$ cat config.mk
export PLATFORM = sky130hd
export DESIGN_NAME = partial_reg_stall
export DESIGN_NICKNAME = d
export VERILOG_FILES = /design/src/rtl/prh_pkg.sv /design/src/rtl/prh_datapath.sv /design/src/rtl/prh_control.sv /design/src/rtl/partial_reg_stall.sv
export SDC_FILE = /design/constraint.sdc
export NUM_CORES = 1
export LEC_CHECK = 0
export BUFFER_PORTS_ARGS = -buffer_cell sky130_fd_sc_hd__buf_4
export CAP_MARGIN = 5
export CORE_AREA = 2 2 63 110
export CTS_CLUSTER_DIAMETER = 60
export CTS_CLUSTER_SIZE = 28
export DETAILED_ROUTE_END_ITERATION = 10
export DIE_AREA = 0 0 65 112
export PLACE_DENSITY = 0.79
export SKIP_LAST_GASP = 1
export SYNTH_ARGS = -nofsm -noshare
export SYNTH_HDL_FRONTEND = slang
export SYNTH_HIERARCHICAL = 1
export SYNTH_SLANG_ARGS = --single-unit
$ cat constraint.sdc
create_clock -name clk -period 3.3 [get_ports clk]
set_input_delay 0.165 -clock clk [delete_from_list [all_inputs] [get_ports clk]]
set_output_delay 0.165 -clock clk [all_outputs]
set_load 0.1 [all_outputs]
$ cat src/rtl/prh_pkg.sv
package prh_pkg;

  typedef enum logic [2:0] {
    ACC_LO8 = 3'd0,
    ACC_HI8 = 3'd1,
    ACC_W16 = 3'd2,
    ACC_D32 = 3'd3,
    ACC_Q64 = 3'd4
  } accWidth_e;

  // Strobes from control to datapath.
  typedef struct packed {
    logic commit;      // presented instruction is accepted this cycle
    logic mergeClear;  // merge finishes: clear pending parts of the source reg
  } prhStrobes_t;

  // Byte regions touched: bit0 = bits 7:0, bit1 = bits 15:8, bit2 = above 15.
  function automatic logic [2:0] regionMask(input logic [2:0] w);
    case (w)
      ACC_LO8: regionMask = 3'b001;
      ACC_HI8: regionMask = 3'b010;
      ACC_W16: regionMask = 3'b011;
      default: regionMask = 3'b111;
    endcase
  endfunction

  function automatic logic isFull(input logic [2:0] w);
    isFull = (w != ACC_LO8) && (w != ACC_HI8) && (w != ACC_W16);
  endfunction

  // Pending-bit slot of a narrow write: 0 low byte, 1 high byte, 2 word.
  function automatic logic [1:0] partSlot(input logic [2:0] w);
    case (w)
      ACC_LO8: partSlot = 2'd0;
      ACC_HI8: partSlot = 2'd1;
      default: partSlot = 2'd2;
    endcase
  endfunction

  function automatic logic [2:0] slotMask(input int k);
    case (k)
      0:       slotMask = 3'b001;
      1:       slotMask = 3'b010;
      default: slotMask = 3'b011;
    endcase
  endfunction

endpackage

$ cat src/rtl/prh_datapath.sv
module prh_datapath
  import prh_pkg::*;
#(
  parameter int NUM_REGS = 16,
  parameter int IDX_W    = $clog2(NUM_REGS)
) (
  input  logic             clk,
  input  logic             rstN,
  input  logic             dstEn,
  input  logic [IDX_W-1:0] dstIdx,
  input  logic [2:0]       dstWidth,
  input  logic             zeroIdiom,
  input  logic             srcEn,
  input  logic [IDX_W-1:0] srcIdx,
  input  logic [2:0]       srcWidth,
  input  logic             retireValid,
  input  logic [IDX_W-1:0] retireIdx,
  input  prhStrobes_t      strobes,
  output logic             hazard,
  output logic             hazardHi
);

  localparam int PARTS = 3;

  logic [PARTS-1:0]    pend [NUM_REGS];
  logic [NUM_REGS-1:0] knownClr;

  logic [2:0]       readMask;
  logic [PARTS-1:0] srcPend;
  logic [PARTS-1:0] partHaz;
  logic             srcClear;

  assign readMask = regionMask(srcWidth);
  assign srcPend  = pend[srcIdx];
  assign srcClear = knownClr[srcIdx];

  // A pending part conflicts when the read overlaps it yet reaches outside it.
  for (genvar k = 0; k < PARTS; k++) begin : gPart
    localparam logic [2:0] PM = slotMask(k);
    assign partHaz[k] = srcPend[k] && |(readMask & PM) && |(readMask & ~PM);
  end

  assign hazard   = srcEn && |partHaz && !srcClear;
  assign hazardHi = srcEn && partHaz[1] && !srcClear;

  always_ff @(posedge clk) begin
    if (!rstN) begin
      for (int i = 0; i < NUM_REGS; i++) pend[i] <= '0;
      knownClr <= '0;
    end else begin
      for (int i = 0; i < NUM_REGS; i++) begin
        if (retireValid && retireIdx == IDX_W'(i)) pend[i] <= '0;
        if (strobes.mergeClear && srcIdx == IDX_W'(i)) pend[i] <= '0;
        if (strobes.commit && dstEn && dstIdx == IDX_W'(i)) begin
          if (isFull(dstWidth)) begin
            pend[i]     <= '0;
            knownClr[i] <= zeroIdiom;
          end else begin
            pend[i][partSlot(dstWidth)] <= 1'b1;
          end
        end
      end
    end
  end

  assert_full_write_clears_R7: assert property (@(posedge clk) disable iff (!rstN)
    strobes.commit && dstEn && isFull(dstWidth) |=> pend[$past(dstIdx)] == '0);

  assert_retire_clears_R4: assert property (@(posedge clk) disable iff (!rstN)
    retireValid && !(strobes.commit && dstEn && dstIdx == retireIdx)
      |=> pend[$past(retireIdx)] == '0);

  assert_idiom_marks_clear_R5: assert property (@(posedge clk) disable iff (!rstN)
    strobes.commit && dstEn && zeroIdiom && isFull(dstWidth) |=> knownClr[$past(dstIdx)]);

  assert_merge_resolves_R8: assert property (@(posedge clk) disable iff (!rstN)
    strobes.mergeClear && !(strobes.commit && dstEn) |=> pend[$past(srcIdx)] == '0);

endmodule

$ cat src/rtl/prh_control.sv
module prh_control
  import prh_pkg::*;
#(
  parameter int MERGE_CYCLES = 2,
  parameter int HIGH_EXTRA   = 1
) (
  input  logic        clk,
  input  logic        rstN,
  input  logic        mergeMode,
  input  logic        instValid,
  input  logic        hazard,
  input  logic        hazardHi,
  output logic        stall,
  output prhStrobes_t strobes
);

  localparam int LO_EFF = (MERGE_CYCLES < 2) ? 2 : MERGE_CYCLES;
  localparam int HI_TOT = LO_EFF + HIGH_EXTRA;
  localparam int CNT_W  = $clog2(HI_TOT + 1);

  logic [CNT_W-1:0] mergeLeft;
  logic             mergeBusy;

  assign mergeBusy          = (mergeLeft != '0);
  assign stall              = instValid && (mergeBusy || hazard);
  assign strobes.commit     = instValid && !stall;
  assign strobes.mergeClear = (mergeLeft == CNT_W'(1));

  always_ff @(posedge clk) begin
    if (!rstN) begin
      mergeLeft <= '0;
    end else if (mergeBusy) begin
      mergeLeft <= mergeLeft - CNT_W'(1);
    end else if (instValid && hazard && mergeMode) begin
      mergeLeft <= hazardHi ? CNT_W'(HI_TOT - 1) : CNT_W'(LO_EFF - 1);
    end
  end

  assert_merge_window_R9: assert property (@(posedge clk) disable iff (!rstN)
    mergeLeft <= CNT_W'(HI_TOT - 1));

endmodule

$ cat src/rtl/partial_reg_stall.sv
module partial_reg_stall
  import prh_pkg::*;
#(
  parameter int NUM_REGS     = 16,
  parameter int MERGE_CYCLES = 2,
  parameter int HIGH_EXTRA   = 1,
  parameter int IDX_W        = $clog2(NUM_REGS)
) (
  input  logic             clk,
  input  logic             rstN,
  input  logic             mergeMode,
  input  logic             dstEn,
  input  logic [IDX_W-1:0] dstIdx,
  input  logic [2:0]       dstWidth,
  input  logic             zeroIdiom,
  input  logic             srcEn,
  input  logic [IDX_W-1:0] srcIdx,
  input  logic [2:0]       srcWidth,
  input  logic             retireValid,
  input  logic [IDX_W-1:0] retireIdx,
  output logic             stall
);

  prhStrobes_t strobes;
  logic        hazard;
  logic        hazardHi;

  prh_datapath #(.NUM_REGS(NUM_REGS), .IDX_W(IDX_W)) uData (
    .clk(clk), .rstN(rstN),
    .dstEn(dstEn), .dstIdx(dstIdx), .dstWidth(dstWidth), .zeroIdiom(zeroIdiom),
    .srcEn(srcEn), .srcIdx(srcIdx), .srcWidth(srcWidth),
    .retireValid(retireValid), .retireIdx(retireIdx),
    .strobes(strobes), .hazard(hazard), .hazardHi(hazardHi)
  );

  prh_control #(.MERGE_CYCLES(MERGE_CYCLES), .HIGH_EXTRA(HIGH_EXTRA)) uCtrl (
    .clk(clk), .rstN(rstN), .mergeMode(mergeMode),
    .instValid(dstEn || srcEn), .hazard(hazard), .hazardHi(hazardHi),
    .stall(stall), .strobes(strobes)
  );

  // Upstream contract: a stalled instruction is presented again unchanged.
  assert_hold_stable_R4: assert property (@(posedge clk) disable iff (!rstN)
    stall |=> $stable(srcIdx) && $stable(srcWidth) && $stable(dstIdx) && $stable(dstWidth));

endmodule

==> metrics.md, run 1 <==
| Metric | Value |
|---|---|
| Inserted Clock Buffers | 9 |
| Nets | 455 |
| Placed Area | 4080 sq um |
| Hold Crit Class | in -> reg |
| Die height | 112 um |
| CP Class | reg -> reg |
| Critical Path Sink Type | register |
| ANT nets after route | 0 |
| Reg area | 1800 sq um |
| Worst Path Max Fanout | 6 |
| Sequential Power Share | 45.9% |
| Crit path from | uData/pend[11][1] |
| Post-synthesis average cell area | 9.45 sq um |
| Grt ovf | 0 |
| Ys Warns | 6 |
| Fmax | 0.308 GHz |
| Status | completed |
| Die area | 7280 sq um |
| Number of global-route vias before repair | 3,273 |
| Reg2reg start | uData/pend[11][1] |
| Vias | 3,329 |
| Hold Crit Depth | 3 |
| Cells on worst reg2reg path | 13 |
| Initial Utilization | 58.7% |
| Max clock buf depth | 2 |
| Fillcell total | 520 |
| Psw | 0.504 mW |
| Root Buffer | clkbuf_16 |
| Final Max Slew Viols | 0 |
| CTS tree | yes |
| Fin crit period | 3250 ps |
| Design area | 4400 sq um |
| Cell area after synthesis | 3750 sq um |
| Final Setup Violations | 0 |
| RSZ-0062 raised after global routing | true |
| FP Rows | 39 |
| Layout cell share with drive strength beyond 1 | 17.0% |
| DR vias/cell | 6.44 |
| Gp weighted congestion | 1.02 |
| Worst hold start | rstN |
| Sw frac | 24.8% |
| Tot Pwr | 2.03 mW |
| Initial DRC count | 345 |
| # clock sinks | 66 |
| Seq/Total Area, Yosys | 48.0% |
| Slew margin rel. | 33.3% |
| Detailed Place HPWL | 7970 um |
| Hold Fails Final Rpt | 0 |
| Logic gate share of total power | 13.2% |
| Peak VDD IR | 0.000376 V |
| I/O pins | 26 |
| Cells after synthesis | 397 |
| Yosys cell types | 38 |
| Worst-path clk slew | 50 ps |
| Initial DRT Pass Iterations | 7 |
| LEAKAGE | 1.56 nW |
| WP data required | 3310 ps |
| Pin count of the biggest net entering global routing | 34 |
| Synth Register Bits | 66 |
| Synth Net Count | 422 |
| PortBufs | 25 |
| Cell taking the most area after synthesis | edfxtp_1 |
| DR WL/cell | 20.6 um |
| Ant diodes | 0 |
| CP startpoint kind | register |
| Internal | 1.53 mW |
| Setup TNS | 0 ps |
| Global-route wire length before repair | 16,500 um |
| Drc violations | 0 |
| Power share of the clock group | 40.9% |
| Core Region | 6390 sq um |
| Fin crit share | 98.4% |
| Worst-Margin Slew | 999 ps |
| Chip width | 65 um |
| Post-synth top area share | 38.4% |
| Worst skew pair latency | 330 ps |
| GRT Util Overall | 31.5% |
| Top cells by area, synth | edfxtp_1, dfxtp_1, o21ai_0, mux4_1, nor2_1 |
| Skew final | 5.52 ps |
| Area of the multi-input gates | 1890 sq um |
| MaxCap Viol Count | 0 |
| CTS H-tree lvls | 3 |
| R2R Path End | uData/pend[1][1] |
| Initial antenna violation count | 0 |
| PD cells | 461 nW/um^2 |
| Hold EP | uCtrl/mergeLeft[1] |
| Worst EP arrival | 3250 ps |
| Final wirelength | 10,700 um |
| Reg2Reg Setup Slack | 50 ps |
| Area Overhead vs Synth | 17.4% |
==> worst max-delay path by stage <==
stage	to	slack [ps]	cells after the start
3_5_place_dp	uData/pend[1][1]	-30	14
6_report	uData/pend[1][1]	50	13
2_1_floorplan	stall	170	7
3_3_place_gp	uData/pend[3][1]	10	14
4_1_cts	uData/pend[3][0]	8	12
5_1_grt	uData/pend[3][1]	-60	13
==> routing by layer <==
metal  global-route usage [%]  up-vias  wire length (um)
met2                     53.7      156              5580
met1                     34.2     1569              3790
met5                        0        -                 0
li1                         -     1549                 -
met3                     5.15       55               543
met4                     23.0        0               757
==> Yosys cell counts, drive strengths merged <==
cell,count
a2111oi,1
a211oi,1
a21o,2
a21oi,15
a22oi,1
a311oi,2
a31oi,4
and2,1
and3,4
buf,4
clkbuf,18
dfxtp,18
edfxtp,48
inv,6
mux2,2
mux2i,4
mux4,15
nand2,45
nand2b,5
nand3,7
nand3b,8
nand4,1
nor2,71
nor2b,2
nor3,23
nor3b,4
nor4,3
o2111a,1
o211ai,1
o21ai,60
o22ai,13
or2,1
or3,5
or3b,1
==> timing repair <==
action / in CTS / in global routing
setup endpoints to repair: 0 / 28
hold buffers: 0 / 0
resized for setup: 0 / 13
buffers inserted: 0 / 2
==> kinds of logic (layout without fill, tap and decap cells) <==
logic type      after synthesis  in the layout  share of synthesized area, %
compound gates              101            101                          15.0
buf+inv                      28             66                          3.07
simple gates                181            181                          22.1
mux                          21             21                          11.8
flops                        66             66                          48.0
==> cells in the final DEF (no fill, tap or decap), types with 6 or more instances in the layout <==
cell type / n
edfxtp_1: 48
a21oi_1: 15
inv_1: 6
o22ai_1: 12
nand3b_1: 8
nand3_1: 7
dfxtp_1: 18
clkbuf_16: 9
buf_4: 44
o21ai_0: 60
nor2_1: 67
nor3_1: 20
mux4_1: 11
nand2_1: 44
==> critical path: stages, from the launching register on <==
cell and delay, ps:
edfxtp_1 400, mux4_2 460, nand2b_1 150, o2111a_1 140
o22ai_1 170, a31oi_1 160, nor3_2 210, and2_4 190
nand2_2 80, or3_4 430, nor2_4 130, nor4_1 70
buf_4 190, o21ai_0 110
==> state kept, by name (all words and copies together) (netlist names) <==
name             flops
uData/pend          48
uCtrl/mergeLeft      2
uData/knownClr      16
==> power by group through the flow <==
stage	Combinational, mW	Clock (mW)	Sequential [mW]
after global placement	0.244	0	0.948
after floorplan	0.155	0	0.941
after global routing	0.286	0.873	0.934
final	0.268	0.830	0.933
after detailed placement	0.250	0	0.949
after CTS	0.250	0.839	0.932
==> per-stage QoR <==
stage          hold slack [ps]  std cells  utilization [%]  setup slack, ps
2_1_floorplan              301        397                -              171
3_3_place_gp               449        499             63.8             14.1
6_report                   143        517             68.9             51.5
4_1_cts                    135        515             67.8             8.09
5_1_grt                    160        517             68.9            -61.2
3_5_place_dp               469        499             63.8            -31.0
==> area by class of cell <==
type | count | share of cell area [%]
Clock buffer | 12 | 5.37
Clock inverter | 4 | 0.426
Inverter | 6 | 0.512
Multi-Input combinational cell | 303 | 42.9
Sequential cell | 66 | 40.9
Tap cell | 82 | 2.33
Timing Repair Buffer | 44 | 7.50
Note: power is estimated with default switching activity, not from simulation.
==> run 2: changes to the inputs <==
==> constraint.sdc (replaced) <==
create_clock -name clk -period 3.3 [get_ports clk]
set_input_delay 0.495 -clock clk [delete_from_list [all_inputs] [get_ports clk]]
set_output_delay 0.495 -clock clk [all_outputs]
set_load 0.1 [all_outputs]
==> metrics.md, run 2 (same netlist as run 1, synthesis figures left out) <==
| Metric | Value |
|---|---|
| Critical Path Sink Type | output pin |
| Die height | 112 um |
| DR vias/cell | 6.62 |
| RSZ-0062 raised after global routing | true |
| Commonest non-fill, non-tap cells in the layout | buf_4, nor2_1, o21ai_0 |
| Fmax | 0.303 GHz |
| CP startpoint kind | input pin |
| Worst skew pair latency | 330 ps |
| Worst EP arrival | 2800 ps |
| Most flop-heavy register | uData/pend |
| Setup WS post-layout | 0.431 ps |
| Skew final | 4.15 ps |
| Final wirelength | 11,500 um |
| WP data required | 2800 ps |
| Chip width | 65 um |
| Grt ovf | 0 |
| Die area | 7280 sq um |
| Delay-heaviest family, CP | multiplexers |
| Worst-Margin Slew | 1050 ps |
| Pin count of the biggest net entering global routing | 34 |
| Final Setup Violations | 0 |
| GRT Util Overall | 32.8% |
| MaxCap Viol Count | 0 |
| Initial DRC count | 546 |
| Tot Pwr | 2.14 mW |
| CTS H-tree lvls | 3 |
| CTS tree | yes |
| Nets | 482 |
| PortBufs | 25 |
| Layout cell share with drive strength beyond 1 | 24.5% |
| Post-cts sizing count | 1 |
| Initial Utilization | 58.7% |
| Sw frac | 24.6% |
| Commonest non-fill, non-tap cell in the layout | buf_4 |
| Worst-path clk slew | 50 ps |
| Peak VDD IR | 0.000511 V |
| Number of global-route vias before repair | 3,487 |
| Sequential Power Share | 43.6% |
| CP most frequent cell | buf_4 |
| Psw | 0.527 mW |
| Top Registers | uData/pend x48, uData/knownClr x16, uCtrl/mergeLeft x2 |
| Fin crit share | 100% |
| Number of cells on the critical path | 9 |
| CP Cell Sequence | buf_4, mux4_1, mux4_2, nand2b_4, a31oi_2, nor3_2, buf_4, nor2b_2, buf_4 |
| Global-route wire length before repair | 17,500 um |
| Initial DRT Pass Iterations | 5 |
| ANT nets after route | 0 |
| Final Max Slew Viols | 0 |
| Hold-fix buffer count after cts | 0 |
| Cells on worst reg2reg path | 12 |
| LEAKAGE | 1.70 nW |
| Power share of the clock group | 42.9% |
| Dpl ws | -341 ps |
| Hold Fails Final Rpt | 0 |
| Design area | 4660 sq um |
| Gp weighted congestion | 1.07 |
| Post-CTS Setup Bufs | 0 |
| Fillcell total | 465 |
| Drc violations | 0 |
| Area Overhead vs Synth | 24.2% |
| Hold Crit Class | in -> reg |
| DR WL/cell | 21.1 um |
| Ant diodes | 0 |
| Slew margin rel. | 30.1% |
| Reg2Reg Setup Slack | 110 ps |
| FP Rows | 39 |
| Core Region | 6390 sq um |
| PD cells | 460 nW/um^2 |
| Worst path max stage delay | 610 ps |
| Max clock buf depth | 2 |
| Placed Area | 4300 sq um |
| Logic gate share of total power | 13.5% |
| I/O pins | 26 |
| Worst Path Max Fanout | 6 |
| Fin crit period | 3300 ps |
| Bufs and invs on worst path | 3 |
| CP Class | in -> out |
| Vias | 3,602 |
| Inserted Clock Buffers | 9 |
| # clock sinks | 66 |
| Detailed Place HPWL | 8000 um |
| Hold Crit Depth | 3 |
| Slowest cell on the critical path | mux4_1 |
| Post-layout util | 72.9% |
| Initial antenna violation count | 0 |
| Internal | 1.61 mW |
| Root Buffer | clkbuf_16 |
| Max reg flops | 48 |
| Status | completed |
==> run 2: cell count changes in the layout (fill, tap and decap cells not counted), sizes merged <==
cell	delta
bufinv	+1
clkbuf	-2
clkinv	+1
buf	+27
==> run 2: power by group through the flow <==
| stage | Sequential, mW | Clock (mW) | Combinational (mW) |
|---|---|---|---|
| 2_1_floorplan | 0.941 | 0 | 0.156 |
| 3_3_place_gp | 0.948 | 0 | 0.260 |
| 3_5_place_dp | 0.949 | 0 | 0.265 |
| 4_1_cts | 0.932 | 0.930 | 0.268 |
| 5_1_grt | 0.935 | 0.963 | 0.306 |
| 6_report | 0.934 | 0.918 | 0.290 |
==> run 2: cell type report <==
class | count | area (sq um) | area share (%)
sequential | 66 | 1800 | 38.7
clock buffer | 10 | 229 | 4.92
inverter | 6 | 22.5 | 0.484
timing repair buffer | 71 | 537 | 11.5
clock inverter | 6 | 57.6 | 1.24
tap | 82 | 103 | 2.20
multi-input combinational | 303 | 1910 | 40.9
==> run 2: final timing paths <==
kind                                           end                from
worst max register to register    uData/pend[3][0]   uData/knownClr[0]
worst min register to register  uData/knownClr[12]  uData/knownClr[12]
worst min-delay path            uCtrl/mergeLeft[1]                rstN
worst max-delay path                         stall           srcIdx[0]
==> run 2: worst min-delay path, stage by stage <==
cell	delay, ps
buf_4	120
inv_1	70
a211oi_2	40
==> run 2: layer usage <==
layer | wire length, um | GRT usage (%) | vias to the layer above | part of all wire, %
li1 | - | - | 1603 | -
met1 | 4090 | 37.0 | 1729 | 36
met2 | 5800 | 54.2 | 204 | 51
met3 | 753 | 6.26 | 66 | 6.6
met4 | 830 | 23.3 | 0 | 7.2
met5 | 0 | 0 | - | 0
==> run 2: stage by stage <==
step | setup TNS, ps | hold slack, ps | cells
2_1_floorplan | 0 | 432 | 397
3_3_place_gp | -9660 | 446 | 528
3_5_place_dp | -11400 | 456 | 528
4_1_cts | -2.12 | 447 | 544
5_1_grt | -707 | 477 | 544
6_report | 0 | 451 | 544
==> run 3: changes to the inputs <==
==> constraint.sdc (replaced) <==
create_clock -name clk -period 3.3 [get_ports clk]
set_input_delay 0.495 -clock clk [delete_from_list [all_inputs] [get_ports clk]]
set_output_delay 0.495 -clock clk [all_outputs]
set_load 0.005 [all_outputs]
==> metrics.md, run 3 (same netlist as run 1, synthesis figures left out) <==
| Metric | Value |
|---|---|
| Sequential Power Share | 43.2% |
| Design area | 4820 sq um |
| Tot Pwr | 2.16 mW |
| Top Registers | uData/pend x48, uData/knownClr x16, uCtrl/mergeLeft x2 |
| PortBufs | 25 |
| I/O pins | 26 |
| Setup TNS | 0 ps |
| CP Class | in -> reg |
| Hold Fails Final Rpt | 0 |
| MaxCap Viol Count | 0 |
| Internal | 1.64 mW |
| Chip width | 65 um |
| Layout cell share with drive strength beyond 1 | 26.8% |
| Nets | 494 |
| Worst skew pair latency | 330 ps |
| Crit path from | srcIdx[0] |
| Final wirelength | 11,500 um |
| Dpl ws | -392 ps |
| Peak VDD IR | 0.000466 V |
| Initial DRT Pass Iterations | 5 |
| Inserted Clock Buffers | 9 |
| Sw frac | 23.9% |
| Vias | 3,603 |
| Die area | 7280 sq um |
| Max clock buf depth | 2 |
| Max reg flops | 48 |
| Pin count of the biggest net entering global routing | 34 |
| Grt ovf | 0 |
| Cells on worst reg2reg path | 13 |
| Initial Utilization | 58.7% |
| PD cells | 447 nW/um^2 |
| # clock sinks | 66 |
| Global-route wire length before repair | 17,400 um |
| Fmax | 0.315 GHz |
| Critical Path Sink Type | register |
| Number of global-route vias before repair | 3,597 |
| Commonest non-fill, non-tap cells in the layout | buf_4, nor2_1, edfxtp_1 |
| Fillcell total | 449 |
| Status | completed |
| Detailed Place HPWL | 8260 um |
| Power share of the clock group | 43.2% |
| CTS H-tree lvls | 3 |
| Gp weighted congestion | 0.998 |
| Drc violations | 0 |
| Reg area | 1800 sq um |
| DR vias/cell | 6.48 |
| Worst Path Max Fanout | 7 |
| Skew final | 8.94 ps |
| FP Rows | 39 |
| Most flop-heavy register | uData/pend |
| Post-layout util | 75.5% |
| Logic gate share of total power | 13.5% |
| Die height | 112 um |
| Hold Crit Class | in -> reg |
| GRT Util Overall | 32.8% |
| Initial antenna violation count | 0 |
| LEAKAGE | 1.78 nW |
| Area Overhead vs Synth | 28.7% |
| Core Region | 6390 sq um |
| Psw | 0.515 mW |
| ANT nets after route | 0 |
| Commonest non-fill, non-tap cell in the layout | buf_4 |
| Setup WS post-layout | 121 ps |
| WP data required | 3350 ps |
| Slew margin rel. | 28.2% |
| Reg2Reg Setup Slack | 130 ps |
| Area of the multi-input gates | 1940 sq um |
| Reg2reg start | uData/pend[6][1] |
| Final Setup Violations | 0 |
| Ant diodes | 0 |
| DR WL/cell | 20.7 um |
| Final Max Slew Viols | 0 |
| CP startpoint kind | input pin |
| R2R Path End | uData/pend[11][1] |
| CTS tree | yes |
| Root Buffer | clkbuf_16 |
| Initial DRC count | 458 |
| Worst EP arrival | 3230 ps |
| Worst-Margin Slew | 1080 ps |
| End of the critical path | uData/pend[14][0] |
| Worst-path clk slew | 60 ps |
| Fin crit share | 96.3% |
| Fin crit period | 3180 ps |
| Placed Area | 4380 sq um |
run 3: cell count changes in the layout (fill, tap and decap cells not counted), sizes merged:
| cell | change |
|---|---|
| clkinvlp | +1 |
| clkbuf | +3 |
| clkinv | -3 |
| buf | +12 |
| bufinv | -1 |
run 3: worst min path at each step:
stage | start | endpoint | cells past startpoint
floorplan | uData/knownClr[12] | uData/knownClr[12] | 2
global placement | uData/knownClr[5] | uData/knownClr[5] | 2
CTS | rstN | uCtrl/mergeLeft[1] | 3
finish | rstN | uCtrl/mergeLeft[1] | 3
global route | rstN | uCtrl/mergeLeft[1] | 3
detailed placement | uData/knownClr[6] | uData/knownClr[6] | 2
run 3: critical path: stages:
cell,delay [ps]
buf_6,130
mux4_1,610
mux4_2,470
nand2b_4,160
a31oi_2,180
nor3_2,80
and2_4,170
buf_4,120
nand4_1,190
nor2_1,100
nor3_1,260
buf_4,180
o21ai_0,80
run 3: routing by layer:
| metal | track usage (%) | wire length, um | vias up |
|---|---|---|---|
| met3 | 7.07 | 788 | 90 |
| met2 | 54.8 | 5860 | 217 |
| li1 | - | - | 1627 |
| met1 | 34.2 | 3820 | 1669 |
| met5 | 0 | 0 | - |
| met4 | 26.8 | 1030 | 0 |
run 3: through the flow:
step | std cells | hold slack [ps]
2_1_floorplan | 397 | 432
3_3_place_gp | 537 | 461
3_5_place_dp | 537 | 475
4_1_cts | 553 | 458
5_1_grt | 556 | 468
6_report | 556 | 464
run 3: final cells by class:
type / count / area share, %
Clock inverter: 3 / 0.415
Inverter: 6 / 0.467
Timing Repair Buffer: 83 / 13.5
Multi-Input combinational cell: 303 / 40.3
Sequential cell: 66 / 37.3
Clock buffer: 13 / 5.84
Tap cell: 82 / 2.13
run 3: power by group through the flow:
stage	clock [mW]	combinational (mW)	sequential, mW
after CTS	0.945	0.259	0.932
after floorplan	0	0.141	0.941
after global routing	0.982	0.309	0.934
final	0.932	0.292	0.933
after detailed placement	0	0.255	0.949
after global placement	0	0.250	0.947
run 3: timing repair:
action                     CTS  global route
setup buffers                0             3
hold buffers                 0             0
resized for setup            4            36
setup endpoints to repair   12            56
cloned                       0             0
hold endpoints to repair     0             0
pin swaps                    0             2
